## config.mk

```make
export PLATFORM = sky130hd
export DESIGN_NAME = rlbd_decomp
export DESIGN_NICKNAME = d
export VERILOG_FILES = /design/src/rtl/rlbd_pkg.sv /design/src/rtl/rlbd_code_decode.sv /design/src/rtl/rlbd_marker_hunt.sv /design/src/rtl/rlbd_header_gen.sv /design/src/rtl/rlbd_run_engine.sv /design/src/rtl/rlbd_decomp.sv
export SDC_FILE = /design/constraint.sdc
export NUM_CORES = 1
export LEC_CHECK = 0
export ABC_AREA = 1
export BUFFER_PORTS_ARGS = -buffer_cell sky130_fd_sc_hd__buf_2
export CAP_MARGIN = 30
export CORE_UTILIZATION = 35
export DETAILED_ROUTE_END_ITERATION = 7
export PLACE_DENSITY = 0.64
export SYNTH_ARGS = -nofsm -noshare
export SYNTH_HDL_FRONTEND = slang
export SYNTH_SLANG_ARGS = --single-unit
```

## constraint.sdc

```tcl
create_clock -name clk -period 4.6 [get_ports clk]
set_clock_uncertainty 0.1 [all_clocks]
set_input_delay 0.92 -clock clk [delete_from_list [all_inputs] [get_ports clk]]
set_output_delay 0.92 -clock clk [all_outputs]
set_load 0.02 [all_outputs]
```

## src/rtl/rlbd_pkg.sv

```systemverilog
// Shared types for the run-length configuration bit expander.
package rlbd_pkg;

    localparam int CODE_W = 8;

    // Phases of the expander: hunt for marker, send header, decode codes.
    typedef enum logic [1:0] {
        ST_HUNT   = 2'd0,
        ST_HEADER = 2'd1,
        ST_DATA   = 2'd2
    } rlbd_state_e;

    // One decoded code: a run of identical bits, optionally closed by one bit.
    typedef struct packed {
        logic [CODE_W-1:0] run_len;
        logic              run_bit;
        logic              has_term;
        logic              term_bit;
    } rlbd_code_t;

endpackage

```

## src/rtl/rlbd_code_decode.sv

```systemverilog
// Maps one code byte to a run description.
// Assumes 1 <= MAX_ONES <= 252 so that all four code ranges exist.
module rlbd_code_decode
    import rlbd_pkg::*;
#(
    parameter int MAX_ONES = 226
) (
    input  logic [CODE_W-1:0] code,
    output rlbd_code_t        dec
);
    localparam logic [CODE_W-1:0] ONES_TOP  = CODE_W'(MAX_ONES);
    localparam logic [CODE_W-1:0] OPEN_CODE = CODE_W'(MAX_ONES + 1);
    localparam logic [CODE_W-1:0] ZERO_BASE = CODE_W'(MAX_ONES + 2);
    localparam logic [CODE_W-1:0] SOLO_ONE  = '1;

    // Range decode of the code byte.
    always_comb begin
        dec = '0;
        if (code == '0) begin
            dec = '0;
        end else if (code <= ONES_TOP) begin
            dec.run_len  = code;
            dec.run_bit  = 1'b1;
            dec.has_term = 1'b1;
            dec.term_bit = 1'b0;
        end else if (code == OPEN_CODE) begin
            dec.run_len  = ONES_TOP;
            dec.run_bit  = 1'b1;
        end else if (code == SOLO_ONE) begin
            dec.has_term = 1'b1;
            dec.term_bit = 1'b1;
        end else begin
            dec.run_len  = code - ZERO_BASE;
            dec.run_bit  = 1'b0;
            dec.has_term = 1'b1;
            dec.term_bit = 1'b1;
        end
    end

endmodule

```

## src/rtl/rlbd_marker_hunt.sv

```systemverilog
// Detects the start marker: a lead byte followed by a byte with a given
// upper nibble. Assumes take is high only when a byte is consumed in hunt.
module rlbd_marker_hunt
    import rlbd_pkg::*;
#(
    parameter logic [CODE_W-1:0]   MARK_LEAD = 8'hFF,
    parameter logic [CODE_W/2-1:0] MARK_NIB  = 4'h3
) (
    input  logic              clk,
    input  logic              rst_n,
    input  logic              en,
    input  logic              take,
    input  logic [CODE_W-1:0] byte_in,
    output logic              found
);
    logic lead_seen;

    // Remembers whether the previous consumed byte was the lead byte.
    always_ff @(posedge clk) begin
        if (!rst_n || !en) begin
            lead_seen <= 1'b0;
        end else if (take) begin
            lead_seen <= (byte_in == MARK_LEAD);
        end
    end

    // Marker completes on the byte after a lead byte.
    always_comb begin
        found = en && take && lead_seen &&
                (byte_in[CODE_W-1:CODE_W/2] == MARK_NIB);
    end

endmodule

```

## src/rtl/rlbd_header_gen.sv

```systemverilog
// Shifts out a fixed header, most significant bit first, while enabled.
// Reloads whenever disabled.
module rlbd_header_gen #(
    parameter int              HDR_W    = 16,
    parameter logic [HDR_W-1:0] HDR_BITS = 16'hFF20
) (
    input  logic clk,
    input  logic rst_n,
    input  logic en,
    input  logic step,
    output logic hdr_bit,
    output logic at_end
);
    localparam int IDX_W = $clog2(HDR_W);

    logic [HDR_W-1:0] shreg;
    logic [IDX_W-1:0] idx;

    // Header shift register and bit index.
    always_ff @(posedge clk) begin
        if (!rst_n || !en) begin
            shreg <= HDR_BITS;
            idx   <= '0;
        end else if (step) begin
            shreg <= {shreg[HDR_W-2:0], 1'b0};
            idx   <= idx + 1'b1;
        end
    end

    // Current header bit and end-of-header flag.
    always_comb begin
        hdr_bit = shreg[HDR_W-1];
        at_end  = (idx == IDX_W'(HDR_W - 1));
    end

endmodule

```

## src/rtl/rlbd_run_engine.sv

```systemverilog
// Holds one decoded code and emits its bits one per step.
// Assumes load and step are never high together.
module rlbd_run_engine
    import rlbd_pkg::*;
(
    input  logic       clk,
    input  logic       rst_n,
    input  logic       load,
    input  rlbd_code_t code,
    input  logic       load_last,
    input  logic       step,
    output logic       busy,
    output logic       bit_out,
    output logic       final_bit,
    output logic       last_out
);
    logic [CODE_W-1:0] run_cnt;
    logic              run_bit;
    logic              term_pend;
    logic              term_bit;
    logic              last_q;

    // Run counter and closing-bit state.
    always_ff @(posedge clk) begin
        if (!rst_n) begin
            run_cnt   <= '0;
            run_bit   <= 1'b0;
            term_pend <= 1'b0;
            term_bit  <= 1'b0;
            last_q    <= 1'b0;
        end else if (load) begin
            run_cnt   <= code.run_len;
            run_bit   <= code.run_bit;
            term_pend <= code.has_term;
            term_bit  <= code.term_bit;
            last_q    <= load_last;
        end else if (step) begin
            if (run_cnt != '0) begin
                run_cnt <= run_cnt - 1'b1;
            end else begin
                term_pend <= 1'b0;
            end
        end
    end

    // Present bit, and whether it is the last one of this code.
    always_comb begin
        busy      = (run_cnt != '0) || term_pend;
        bit_out   = (run_cnt != '0) ? run_bit : term_bit;
        final_bit = ((run_cnt == CODE_W'(1)) && !term_pend) ||
                    ((run_cnt == '0) && term_pend);
        last_out  = last_q;
    end

endmodule

```

## src/rtl/rlbd_decomp.sv

```systemverilog
// Run-length configuration bit expander, top level.
// Hunts for a start marker, sends a fixed header, then expands code bytes
// into single bits until a byte flagged last has been emitted.
module rlbd_decomp
    import rlbd_pkg::*;
#(
    parameter int                  MAX_ONES  = 226,
    parameter int                  HDR_W     = 16,
    parameter logic [HDR_W-1:0]    HDR_BITS  = 16'hFF20,
    parameter logic [CODE_W-1:0]   MARK_LEAD = 8'hFF,
    parameter logic [CODE_W/2-1:0] MARK_NIB  = 4'h3
) (
    input  logic              clk,
    input  logic              rst_n,
    input  logic              in_valid,
    input  logic [CODE_W-1:0] in_data,
    input  logic              in_last,
    output logic              in_ready,
    output logic              bit_valid,
    output logic              bit_data,
    output logic              bit_last,
    input  logic              bit_ready
);
    rlbd_state_e state;
    rlbd_code_t  dec;
    logic in_fire, bit_fire, found;
    logic hdr_bit, hdr_end;
    logic eng_busy, eng_bit, eng_final, eng_last;
    logic in_hunt, in_hdr, in_dat, dec_empty;

    // Phase flags.
    always_comb begin
        in_hunt = (state == ST_HUNT);
        in_hdr  = (state == ST_HEADER);
        in_dat  = (state == ST_DATA);
    end

    rlbd_marker_hunt #(
        .MARK_LEAD (MARK_LEAD),
        .MARK_NIB  (MARK_NIB)
    ) u_hunt (
        .clk     (clk),
        .rst_n   (rst_n),
        .en      (in_hunt),
        .take    (in_fire),
        .byte_in (in_data),
        .found   (found)
    );

    rlbd_header_gen #(
        .HDR_W    (HDR_W),
        .HDR_BITS (HDR_BITS)
    ) u_hdr (
        .clk     (clk),
        .rst_n   (rst_n),
        .en      (in_hdr),
        .step    (bit_fire),
        .hdr_bit (hdr_bit),
        .at_end  (hdr_end)
    );

    rlbd_code_decode #(
        .MAX_ONES (MAX_ONES)
    ) u_dec (
        .code (in_data),
        .dec  (dec)
    );

    rlbd_run_engine u_eng (
        .clk       (clk),
        .rst_n     (rst_n),
        .load      (in_dat && in_fire),
        .code      (dec),
        .load_last (in_last),
        .step      (in_dat && bit_fire),
        .busy      (eng_busy),
        .bit_out   (eng_bit),
        .final_bit (eng_final),
        .last_out  (eng_last)
    );

    // Handshakes on both ports.
    always_comb begin
        in_ready  = in_hunt || (in_dat && !eng_busy);
        in_fire   = in_valid && in_ready;
        bit_valid = in_hdr || (in_dat && eng_busy);
        bit_data  = in_hdr ? hdr_bit : eng_bit;
        bit_last  = in_dat && eng_busy && eng_final && eng_last;
        bit_fire  = bit_valid && bit_ready;
        dec_empty = (dec.run_len == '0) && !dec.has_term;
    end

    // Phase sequencing.
    always_ff @(posedge clk) begin
        if (!rst_n) begin
            state <= ST_HUNT;
        end else begin
            case (state)
                ST_HUNT:   if (found) state <= ST_HEADER;
                ST_HEADER: if (bit_fire && hdr_end) state <= ST_DATA;
                ST_DATA: begin
                    if (in_fire && in_last && dec_empty) state <= ST_HUNT;
                    else if (bit_fire && bit_last) state <= ST_HUNT;
                end
                default:   state <= ST_HUNT;
            endcase
        end
    end

endmodule

```

==> summary.md <==
| Metric | Value |
|---|---|
| Routed WL per cell | `10.9 um` |
| Most frequent cells in the layout | `nand2_1 (61), nor2_1 (43), inv_1 (32)` |
| Gate Count Post-Synth | `278` |
| Delay of the slowest critical-path stage | `0.32 ns` |
| Pwr dens | `252 mW/mm2` |
| Async S/R FF share, synth | `0` |
| DP Worst Slack | `2.10 ns` |
| Avg Cell Area, Syn | `6.68 um2` |
| WHS | `0.353 ns` |
| Number of I/O pins | `17` |
| CTS Buffer Depth | `2` |
| RR Startpoint | `u_eng.run_cnt[0]` |
| First-pass GRT wire length | `~6700 um` |
| FF-to-FF End | `u_hdr.idx[2]` |
| CTS clk-pin slew, worst paths | `0.06 ns` |
| Critical Path Source | `u_eng.run_cnt[0]` |
| RSZ-0062 raised after global routing | `false` |
| Worst min path class | `reg -> reg` |
| Initial core utilization | `0.364` |
| Crit share post-route | `0.613` |
| DRC marker count from the first detailed-route iteration | `78` |
| Slew @ Worst Pin | `0.795 ns` |
| Root buffer cell | `clkbuf_8` |
| # resized after CTS | `0` |
| Peak supply drop | `between 150 and 200 uV` |
| # setup viols final | `0` |
| FP Rows | `26` |
| Final antenna-violating net count | `0` |
| Finished Layout Cells | `367` |
| CTS sink count | `30` |
| Vias in the first global route | `between 1500 and 2000` |
| Final min period | `approximately 2.8 ns` |
| Final instance area | `0.00209 mm2` |
| Antenna diodes | `0` |
| Final Hold Vio Count | `0` |
| CP max FO | `5` |
| Routed Wire Length | `4010 um` |
| CTS tree | `built` |
| Post-Route Setup TNS | `0 ns` |
| Post-synth top flop | `dfxtp_1` |
| Most common cell after layout, fill and taps aside | `nand2_1` |
| Crit Path Class | `reg -> out` |
| IO buf count | `16` |
| Register area | `601 um2` |
| Nets@finish | `315` |
| Postcts setup bufs | `0` |
| Number of detailed-route iterations in the first pass | `4` |
| Ratio of cells with drive above 1 in the final layout | `0.175` |
| Cells along the critical path | `inv_1 > ha_1 > nand3_2 > nor2_4 > nor2_1 > nor2_1 > nand2_1 > nor2_1 > buf_2` |
| Reg2reg setup slack | `2.51 ns` |
| Inst Count DP | `359` |
| Vias per inst | `4.78` |
| Filler cell count | `539` |
| Hold buffers post-CTS | `0` |
| Worst endpoint required time | `3.58 ns` |
| Top cell by count, worst path | `nor2_1` |
| Global Route Usage Sum | `0.159` |
| Maximum operating frequency | `approximately 350 MHz` |
| Worst skew pair latency | `0.28 ns` |
| Slew headroom | `0.468` |
| Synth Net Count | `297` |
| Outcome | `finished clean` |
| Die Ht | `74.8 um` |
| Die area | `0.00560 mm2` |
| Post-synth EDFFs | `0` |
| Worst-case reg-to-reg path depth | `12` |
| Core ar. | `0.00511 mm2` |
| Power Total | `0.525 mW` |
| Clock buffer count from CTS | `5` |
| HPWL after DPL | `3050 um` |
| Slowest cell on crit path | `dfxtp_1` |
| Standby leakage power | `0.988 nW` |
| Via count | `between 1500 and 2000` |
| Final core occ | `0.409` |
| Syn-to-layout area delta | `12.4%` |
| Area of the multi-input gates | `between 0.001 and 0.0015 mm2` |
| Max-capacitance violation count | `0` |
| Die X | `roughly 75 um` |
| Largest net degree at the start of global routing | `16` |
| Final max-slew violation count | `0` |
| Initial antenna violation count | `0` |
| Critical Path Source Type | `register` |
| Grt total ovfl | `0` |
| Yosys Warn Count | `0` |
| Drt drc | `0` |
| Routability congestion estimate | `approximately 0.86` |
| H-tree lvl count | `2` |
| Register area share after synthesis | `0.323` |
| Yosys reg bits | `30` |
| Syn Std Cell Area | `roughly 0.0019 mm2` |
| Critical Path AT | `around 1.8 ns` |
| Placed Area | `0.00199 mm2` |
| CP Capture Point | `bit_last` |
| Critical path endpoint category | `primary output` |
| Final WS setup | `1.78 ns` |
| Synth cell types | `34` |
worst min path at each step:
stage                     depth (start not counted)             from  slack [ns]         endpoint
after floorplan                                   2   u_hdr.shreg[5]        0.33   u_hdr.shreg[6]
after global placement                            2  u_hdr.shreg[14]        0.34  u_hdr.shreg[15]
after detailed placement                          2  u_hdr.shreg[14]        0.34  u_hdr.shreg[15]
after CTS                                         2   u_hdr.shreg[5]        0.36   u_hdr.shreg[6]
after global routing                              2  u_hdr.shreg[13]        0.38  u_hdr.shreg[14]
final                                             2   u_hdr.shreg[5]        0.35   u_hdr.shreg[6]
kinds of logic (layout without fill, tap and decap cells):
kind of cell / after synthesis / count (layout) / synth area share
AOI/OAI and AO/OA: 36 / 36 / 0.124
buffers and inverters: 44 / 63 / 0.0964
adders and majority gates: 6 / 6 / 0.0404
and+or+nand+nor: 157 / 157 / 0.392
DFF: 30 / 30 / 0.323
xor gates and xnor gates: 5 / 5 / 0.0236
worst max-delay path: cells and delay by family, from the launching register on:
kind                       cells  cell delay (ns)
DFF                            1             0.32
buffers and inverters          2             0.29
adders and majority gates      1             0.25
and+or+nand+nor                6             0.65
area by class of cell:
type                            instances  area share
Multi-Input combinational cell        204       0.516
Sequential cell                        30       0.288
Inverter                               39      0.0701
Tap cell                               70      0.0420
Clock buffer                            6      0.0396
Timing Repair Buffer                   16      0.0384
Clock inverter                          2     0.00600
state kept, by name (all words and copies together), names as in the netlist:
| signal | count |
|---|---|
| u_eng.last_out | 1 |
| u_eng.run_cnt | 8 |
| u_hdr.idx | 4 |
| u_hdr.shreg | 11 |
| u_eng.run_bit | 1 |
| u_hunt.lead_seen | 1 |
| u_eng.term_bit | 1 |
| state | 2 |
| u_eng.term_pend | 1 |
power breakdown:
| part | internal, mW | total, mW | switching (mW) |
|---|---|---|---|
| logic | 0.0146 | 0.0414 | 0.0268 |
| clock network | 0.120 | 0.222 | 0.102 |
| registers | 0.261 | 0.262 | 0.000892 |
per-layer routing:
metal,GRT usage,share of wire
met2,0.249,0.43
met1,0.210,0.52
met5,0,0
met4,0.0692,0.020
met3,0.0348,0.037
Yosys cell counts (2+ instances only):
library cell   n  area share
o21ai_1        2      0.0054
nand2_2        4       0.013
ha_1           6       0.040
a211oi_2       3       0.020
nor2_1        43       0.087
o21ai_0        8       0.022
nor3_1         2      0.0054
nand3_1       31       0.084
inv_2          7       0.014
nor2_4         2       0.012
nand3_2        3       0.016
xor2_1         4       0.019
nand4_1        4       0.013
inv_1         32       0.065
nand2_1       61        0.12
dfxtp_1       30        0.32
a21oi_1       18       0.049
buf_2          2      0.0054
Power figures use the tool's default switching activity.
